<file path="src/rtl/coef_patch_pkg.sv">
package coef_patch_pkg;
  localparam logic [7:0] CMD_STAGE = 8'hA8;
  localparam logic [7:0] CMD_START = 8'hA4;
  localparam int CRAM_AW = 9;

  typedef enum logic [2:0] {
    DEC_CMD,
    DEC_WHI,
    DEC_WLO,
    DEC_AHI,
    DEC_ALO,
    DEC_SKIP
  } dec_state_t;
endpackage

</file>
<file path="src/rtl/patch_serial_rx.sv">
module patch_serial_rx #(
  parameter int SYNC = 2
) (
  input  logic       clk,
  input  logic       rst_n,
  input  logic       req,
  input  logic       sclk,
  input  logic       sdi,
  output logic       frame_act,
  output logic       byte_vld,
  output logic [7:0] byte_dat
);
  logic [SYNC-1:0] req_q, sclk_q, sdi_q;
  logic            sclk_d;
  logic [2:0]      bit_cnt;
  logic [6:0]      shreg;
  logic            rise;

  always_ff @(posedge clk or negedge rst_n) begin
    if (!rst_n) begin
      req_q  <= '0;
      sclk_q <= '0;
      sdi_q  <= '0;
      sclk_d <= 1'b0;
    end else begin
      req_q  <= {req_q[SYNC-2:0], req};
      sclk_q <= {sclk_q[SYNC-2:0], sclk};
      sdi_q  <= {sdi_q[SYNC-2:0], sdi};
      sclk_d <= sclk_q[SYNC-1];
    end
  end

  assign frame_act = req_q[SYNC-1];
  assign rise      = sclk_q[SYNC-1] & ~sclk_d;

  always_ff @(posedge clk or negedge rst_n) begin
    if (!rst_n) begin
      bit_cnt  <= '0;
      shreg    <= '0;
      byte_vld <= 1'b0;
      byte_dat <= '0;
    end else begin
      byte_vld <= 1'b0;
      if (!frame_act) begin
        bit_cnt <= '0;
      end else if (rise) begin
        shreg   <= {shreg[5:0], sdi_q[SYNC-1]};
        bit_cnt <= bit_cnt + 3'd1;
        if (bit_cnt == 3'd7) begin
          byte_vld <= 1'b1;
          byte_dat <= {shreg, sdi_q[SYNC-1]};
        end
      end
    end
  end
endmodule

</file>
<file path="src/rtl/patch_stage_buf.sv">
module patch_stage_buf
  import coef_patch_pkg::*;
#(
  parameter int DEPTH  = 16,
  parameter int WORD_W = 16,
  localparam int IDX_W = $clog2(DEPTH),
  localparam int CNT_W = $clog2(DEPTH + 1)
) (
  input  logic               clk,
  input  logic               rst_n,
  input  logic               frame_act,
  input  logic               byte_vld,
  input  logic [7:0]         byte_dat,
  input  logic               busy,
  input  logic [IDX_W-1:0]   rd_idx,
  output logic [WORD_W-1:0]  rd_word,
  output logic               start,
  output logic [CRAM_AW-1:0] start_addr,
  output logic [CNT_W-1:0]   start_cnt
);
  dec_state_t        state;
  logic [CNT_W-1:0]  cnt;
  logic [7:0]        hi_byte;
  logic              a_top;
  logic [WORD_W-1:0] mem [DEPTH];
  logic              wr_en;

  assign wr_en = frame_act && byte_vld && (state == DEC_WLO) && (cnt < CNT_W'(DEPTH));

  always_ff @(posedge clk) begin
    if (wr_en) mem[cnt[IDX_W-1:0]] <= WORD_W'({hi_byte, byte_dat});
  end

  assign rd_word = mem[rd_idx];

  always_ff @(posedge clk or negedge rst_n) begin
    if (!rst_n) begin
      state      <= DEC_CMD;
      cnt        <= '0;
      hi_byte    <= '0;
      a_top      <= 1'b0;
      start      <= 1'b0;
      start_addr <= '0;
      start_cnt  <= '0;
    end else begin
      start <= 1'b0;
      if (!frame_act) begin
        state <= DEC_CMD;
      end else if (byte_vld) begin
        unique case (state)
          DEC_CMD: begin
            if (busy)                        state <= DEC_SKIP;
            else if (byte_dat == CMD_STAGE) begin
              cnt   <= '0;
              state <= DEC_WHI;
            end
            else if (byte_dat == CMD_START)  state <= DEC_AHI;
            else                             state <= DEC_SKIP;
          end
          DEC_WHI: begin
            hi_byte <= byte_dat;
            state   <= DEC_WLO;
          end
          DEC_WLO: begin
            if (wr_en) cnt <= cnt + 1'b1;
            state <= DEC_WHI;
          end
          DEC_AHI: begin
            a_top <= byte_dat[0];
            state <= DEC_ALO;
          end
          DEC_ALO: begin
            if (cnt != '0) begin
              start      <= 1'b1;
              start_addr <= {a_top, byte_dat};
              start_cnt  <= cnt;
              cnt        <= '0;
            end
            state <= DEC_SKIP;
          end
          default: state <= DEC_SKIP;
        endcase
      end
    end
  end
endmodule

</file>
<file path="src/rtl/patch_commit_seq.sv">
module patch_commit_seq
  import coef_patch_pkg::*;
#(
  parameter int DEPTH  = 16,
  parameter int WORD_W = 16,
  parameter int MINW_W = 8,
  localparam int IDX_W  = $clog2(DEPTH),
  localparam int CNT_W  = $clog2(DEPTH + 1),
  localparam int BASE_W = $clog2(2 * DEPTH + 1),
  localparam int TW     = (MINW_W > BASE_W) ? MINW_W : BASE_W
) (
  input  logic               clk,
  input  logic               rst_n,
  input  logic               start,
  input  logic [CRAM_AW-1:0] start_addr,
  input  logic [CNT_W-1:0]   start_cnt,
  input  logic [MINW_W-1:0]  min_low,
  input  logic [CRAM_AW-1:0] exec_addr,
  input  logic [WORD_W-1:0]  rd_word,
  output logic [IDX_W-1:0]   rd_idx,
  output logic               busy,
  output logic               ram_we,
  output logic [CRAM_AW-1:0] ram_addr,
  output logic [WORD_W-1:0]  ram_wdata
);
  logic [CRAM_AW-1:0] tgt;
  logic [CNT_W-1:0]   idx, n;
  logic [TW-1:0]      timer, base_w, load_w;
  logic               done, hit;

  always_comb begin
    base_w = TW'(2 * (DEPTH - int'(start_cnt)));
    load_w = (base_w > TW'(min_low)) ? base_w : TW'(min_low);
  end

  assign done   = (idx == n);
  assign hit    = busy && !done && (exec_addr == tgt);
  assign rd_idx = idx[IDX_W-1:0];

  always_ff @(posedge clk or negedge rst_n) begin
    if (!rst_n) begin
      busy      <= 1'b0;
      tgt       <= '0;
      idx       <= '0;
      n         <= '0;
      timer     <= '0;
      ram_we    <= 1'b0;
      ram_addr  <= '0;
      ram_wdata <= '0;
    end else begin
      ram_we <= 1'b0;
      if (start && !busy) begin
        busy  <= 1'b1;
        tgt   <= start_addr;
        idx   <= '0;
        n     <= start_cnt;
        timer <= load_w;
      end else if (busy) begin
        if (timer != '0) timer <= timer - 1'b1;
        if (hit) begin
          ram_we    <= 1'b1;
          ram_addr  <= tgt;
          ram_wdata <= rd_word;
          tgt       <= tgt + 1'b1;
          idx       <= idx + 1'b1;
        end
        if (done && timer == '0) busy <= 1'b0;
      end
    end
  end
endmodule

</file>
<file path="src/rtl/coef_patch_ctrl.sv">
module coef_patch_ctrl
  import coef_patch_pkg::*;
#(
  parameter int DEPTH  = 16,
  parameter int WORD_W = 16,
  parameter int MINW_W = 8,
  parameter int SYNC   = 2,
  localparam int IDX_W = $clog2(DEPTH),
  localparam int CNT_W = $clog2(DEPTH + 1)
) (
  input  logic               clk,
  input  logic               rst_n,
  input  logic               req,
  input  logic               sclk,
  input  logic               sdi,
  output logic               rdy,
  input  logic [MINW_W-1:0]  min_low,
  input  logic [CRAM_AW-1:0] exec_addr,
  output logic               ram_we,
  output logic [CRAM_AW-1:0] ram_addr,
  output logic [WORD_W-1:0]  ram_wdata
);
  logic               frame_act, byte_vld, busy, start;
  logic [7:0]         byte_dat;
  logic [IDX_W-1:0]   rd_idx;
  logic [WORD_W-1:0]  rd_word;
  logic [CRAM_AW-1:0] start_addr;
  logic [CNT_W-1:0]   start_cnt;

  patch_serial_rx #(.SYNC(SYNC)) u_rx (
    .clk(clk), .rst_n(rst_n), .req(req), .sclk(sclk), .sdi(sdi),
    .frame_act(frame_act), .byte_vld(byte_vld), .byte_dat(byte_dat)
  );

  patch_stage_buf #(.DEPTH(DEPTH), .WORD_W(WORD_W)) u_buf (
    .clk(clk), .rst_n(rst_n), .frame_act(frame_act), .byte_vld(byte_vld),
    .byte_dat(byte_dat), .busy(busy), .rd_idx(rd_idx), .rd_word(rd_word),
    .start(start), .start_addr(start_addr), .start_cnt(start_cnt)
  );

  patch_commit_seq #(.DEPTH(DEPTH), .WORD_W(WORD_W), .MINW_W(MINW_W)) u_seq (
    .clk(clk), .rst_n(rst_n), .start(start), .start_addr(start_addr),
    .start_cnt(start_cnt), .min_low(min_low), .exec_addr(exec_addr),
    .rd_word(rd_word), .rd_idx(rd_idx), .busy(busy), .ram_we(ram_we),
    .ram_addr(ram_addr), .ram_wdata(ram_wdata)
  );

  assign rdy = ~busy;
endmodule

</file>
<file path="config.mk">
export PLATFORM = sky130hd
export DESIGN_NAME = coef_patch_ctrl
export DESIGN_NICKNAME = d
export VERILOG_FILES = /design/src/rtl/coef_patch_pkg.sv /design/src/rtl/patch_serial_rx.sv /design/src/rtl/patch_stage_buf.sv /design/src/rtl/patch_commit_seq.sv /design/src/rtl/coef_patch_ctrl.sv
export SDC_FILE = /design/constraint.sdc
export NUM_CORES = 1
export LEC_CHECK = 0
export BUFFER_PORTS_ARGS = -buffer_cell sky130_fd_sc_hd__buf_2
export CELL_PAD_IN_SITES_DETAIL_PLACEMENT = 0
export CELL_PAD_IN_SITES_GLOBAL_PLACEMENT = 1
export CORE_ASPECT_RATIO = 0.8
export CORE_UTILIZATION = 50
export CTS_BUF_LIST = sky130_fd_sc_hd__clkbuf_4 sky130_fd_sc_hd__clkbuf_8
export DETAILED_ROUTE_END_ITERATION = 8
export PLACE_DENSITY_LB_ADDON = 0.1
export SLEW_MARGIN = 25
export SYNTH_ARGS = -nofsm -noshare
export SYNTH_HDL_FRONTEND = slang
export SYNTH_HIERARCHICAL = 1
export SYNTH_SLANG_ARGS = --single-unit
</file>
<file path="constraint.sdc">
create_clock -name clk -period 2.5 [get_ports clk]
set_input_delay 0.125 -clock clk [delete_from_list [all_inputs] [get_ports clk]]
set_output_delay 0.125 -clock clk [all_outputs]
set_load 0.05 [all_outputs]
</file>
==> summary.md <==
| Metric | Value |
|---|---|
| DR WL met2 | `15,500 um` |
| Slew HR | `a little under half` |
| Setup_tns | `0 ns` |
| Number of synthesized flops with an enable pin | `256` |
| Remaining Overflow, GRT | `0` |
| CP endpoint kind | `flip-flop` |
| RSZ-0062 raised after global routing | `true` |
| Share of cells above drive strength 1 | `about a third` |
| Cell Area, Synth | `~15,000 um2` |
| Yosys top cell by area | `edfxtp_1` |
| Site row count | `56` |
| Drt initial violations | `about 590` |
| Sequential power share | `55.1%` |
| Num Clock Sinks | `roughly 370` |
| Highest Signal Layer | `met4` |
| Ys Warns | `6` |
| Crit path max fanout | `7` |
| Endpoints failing setup | `0` |
| Die ar. | `30,800 um2` |
| Port Buf Inserts | `between 40 and 50` |
| Syn_area_per_cell | `17.3 um2` |
| Post-synthesis register bit count | `around 370` |
| Synth Instances | `869` |
| Hold WC Path Type | `primary input to async pin` |
| Residual DRC count | `0` |
| Internal | `about 9.5 mW` |
| Setup Crit Path Kind | `flip-flop to flip-flop` |
| CTS tree | `yes` |
| Die X | `~200 um` |
| Post-place instance area | `16,100 um2` |
| Detailed-route via count | `8,310` |
| Asr flop ratio synth | `between 30% and 40%` |
| CTS max path bufs | `3` |
| Fin nets | `roughly 1,000` |
| M1 WL | `16,000 um` |
| CP Launch Type | `flip-flop` |
| Post-layout minimum cycle time | `about 2.5 ns` |
| Layout area overhead | `16.1%` |
| Max Fclk | `just over 400 MHz` |
| Part of the cycle the worst path needs | `98.3%` |
| Total routed wirelength | `between 30,000 and 40,000 um` |
| Most used DFF post-synth | `edfxtp_1` |
| Num ports | `a little under 50` |
| CP arrival | `about 3.0 ns` |
| Number of max-cap violations | `0` |
| Number of H-tree levels | `2` |
| First-pass GRT wire length | `51,900 um` |
| Fin. max-slew vios | `0` |
| CP required | `2.99 ns` |
| Lkg Pwr | `about 6.6 nW` |
| Area contributors post-synth | `edfxtp_1, dfrtp_1, mux4_2, mux2_2, a22oi_1` |
| Initial antenna violation count | `0` |
| Met3 wire length | `1970 um` |
| Worst-path clk slew | `approximately 0.06 ns` |
| Inserted Diodes | `0` |
| First-pass DRT Iterations | `5` |
| Sw Pwr | `2.40 mW` |
| Yosys cell types | `63` |
| R2R Setup Slk | `around 0.042 ns` |
| Wire length per cell | `approximately 24 um` |
| Fill count | `approximately 2,300` |
| Worst skew pair latency | `between 0.5 and 0.6 ns` |
| Largest net degree at the start of global routing | `~110` |
| Seq/Total Area, Yosys | `a little over two thirds` |
| Status | `finished clean` |
| Net Sw Frac | `approximately 20%` |
| Initial core utilization | `between 50 and 60%` |
| Core Region | `~30,000 um2` |
| Clock share of power | `43.3%` |
| Final Wtd Congestion | `roughly 0.82` |
| Routed vias/inst | `about 6` |
| Total track usage | `between 20% and 30%` |
| Most common cell in the netlist | `edfxtp_1` |
| Routed Antenna Nets | `0` |
| Num CTS Buffers | `57` |
| Vias in the first global route | `around 8,600` |
| Final Instance Area | `between 15,000 and 20,000 um2` |
| Synthesized Nets | `roughly 900` |
| Final clock skew | `between 0.015 and 0.02 ns` |
| P per Cell Area | `roughly 700 nW/um2` |
| Share of the synthesized area in the top cell type | `about half` |
| Final hold vios | `0` |
| Worst slew pin tran | `between 0.8 and 0.9 ns` |
| Commonest cells in the netlist | `edfxtp_1, dfrtp_1, mux4_2, mux2_2, nand2_1` |
| Logic gate share of total power | `roughly 1.5%` |
| Worst VDD drop | `0.398 mV` |
| Die Height | `~160 um` |
| Root Driver | `clkbuf_8` |
| Post-DP HPWL | `between 20,000 and 25,000 um` |
[worst max-delay path, stage by stage, from the launching register on]
cell and delay [ns]:
dfrtp_1 0.40, inv_1 0.13, ha_4 0.15, nor3b_2 0.16
xor2_1 0.22, ha_1 0.29, buf_4 0.14, a21oi_2 0.24
o221a_4 0.30, o21ai_0 0.12, a31oi_1 0.21
[area by class of cell]
class / count / area [um2] / share of cell area (%)
clock inverters: 21 / 169 / 0.966
clock buffers: 83 / 1010 / 5.78
well taps: 377 / 472 / 2.70
inverters: 21 / 78.8 / 0.451
flip-flops and latches: 368 / 10500 / 60.1
repair buffers: 118 / 861 / 4.93
multi-input cells: 436 / 4390 / 25.1
[flip-flops by register name, indices dropped and copies added (netlist names), 2 cells and up]
name / cells
u_rx/sdi_q: 2
u_buf/hi_byte: 8
u_buf/state: 3
u_seq/ram_addr: 9
u_buf/start_cnt: 5
u_rx/byte_dat: 8
u_rx/req_q: 2
u_rx/shreg: 7
u_seq/n: 5
u_seq/timer: 8
u_seq/idx: 5
u_rx/bit_cnt: 3
u_buf/mem: 256
u_seq/ram_wdata: 16
u_buf/cnt: 5
u_rx/sclk_q: 2
u_seq/tgt: 9
u_buf/start_addr: 9
[per-layer routing]
metal	global-route usage, %	up-vias
met5	0	-
met4	6.21	0
li1	-	3694
met2	35.3	223
met1	33.8	4346
met3	4.44	47
[power groups by stage]
stage / registers (mW) / logic (mW) / clock network (mW)
2_1_floorplan: 6.67 / 0.0830 / 0
3_3_place_gp: 6.68 / 0.159 / 0
3_5_place_dp: 6.69 / 0.165 / 0
4_1_cts: 6.56 / 0.181 / 5.27
5_1_grt: 6.57 / 0.206 / 5.53
6_report: 6.56 / 0.182 / 5.16
[path summary, 6_finish.rpt]
check | startpoint | end | cells past startpoint
worst max-delay path | u_buf/start_cnt[1]$_DFFE_PN0P_ | u_seq/timer[4]$_DFFE_PN0P_ | 10
worst min-delay path | rst_n | u_seq/tgt[5]$_DFFE_PN0P_ | 3
worst max register to register | u_buf/start_cnt[1]$_DFFE_PN0P_ | u_seq/timer[4]$_DFFE_PN0P_ | 10
worst min register to register | u_rx/req_q[0]$_DFF_PN0_ | u_rx/req_q[1]$_DFF_PN0_ | 0
max in group asynchronous | rst_n | u_buf/hi_byte[3]$_DFFE_PN0P_ | 3
min in group clk | req | u_rx/req_q[0]$_DFF_PN0_ | 2
[per-stage QoR]
stage	hold slack, ns	setup slack, ns	utilization, %	std cells	power (mW)
2_1_floorplan	-0.171	0.0147	-	869	6.75
3_3_place_gp	0.234	0.0344	54.5	1304	6.84
3_5_place_dp	0.235	-0.0262	54.5	1304	6.85
4_1_cts	0.130	-0.0148	59.0	1420	12.0
5_1_grt	0.145	-0.0754	59.4	1424	12.3
6_report	0.156	0.0415	59.4	1424	11.9
[placed cells by master, fill, tap and decap left out, types with 20 or more instances in the layout]
| master | netlist | final |
|---|---|---|
| edfxtp_1 | 256 | 256 |
| dfrtp_1 | 112 | 110 |
| clkbuf_4 | 0 | 21 |
| mux4_2 | 64 | 64 |
| a22oi_1 | 32 | 32 |
| mux2_2 | 53 | 53 |
| buf_2 | 12 | 47 |
| nor2_1 | 34 | 33 |
| inv_1 | 21 | 20 |
| nand2_1 | 49 | 49 |
| clkbuf_8 | 0 | 62 |
| buf_4 | 7 | 54 |
[logic make-up after synthesis]
family / Yosys count / synth area share, %
AOI/OAI and AO/OA: 104 / 5.06
xor gates and xnor gates: 24 / 1.40
adders and majority gates: 17 / 1.41
buffers and inverters: 65 / 2.00
DFF: 368 / 69.7
muxes: 132 / 14.8
and+or+nand+nor: 159 / 5.58
[timing repair]
action | 4_1_cts | 5_1_grt
pin swaps | 0 | 11
endpoints found under the hold margin | 123 | 0
gates resized for setup | 3 | 12
setup endpoints to repair | 5 | 103
setup buffers | 0 | 4
hold buffers | 12 | 0
(Power assumes the default switching activity.)
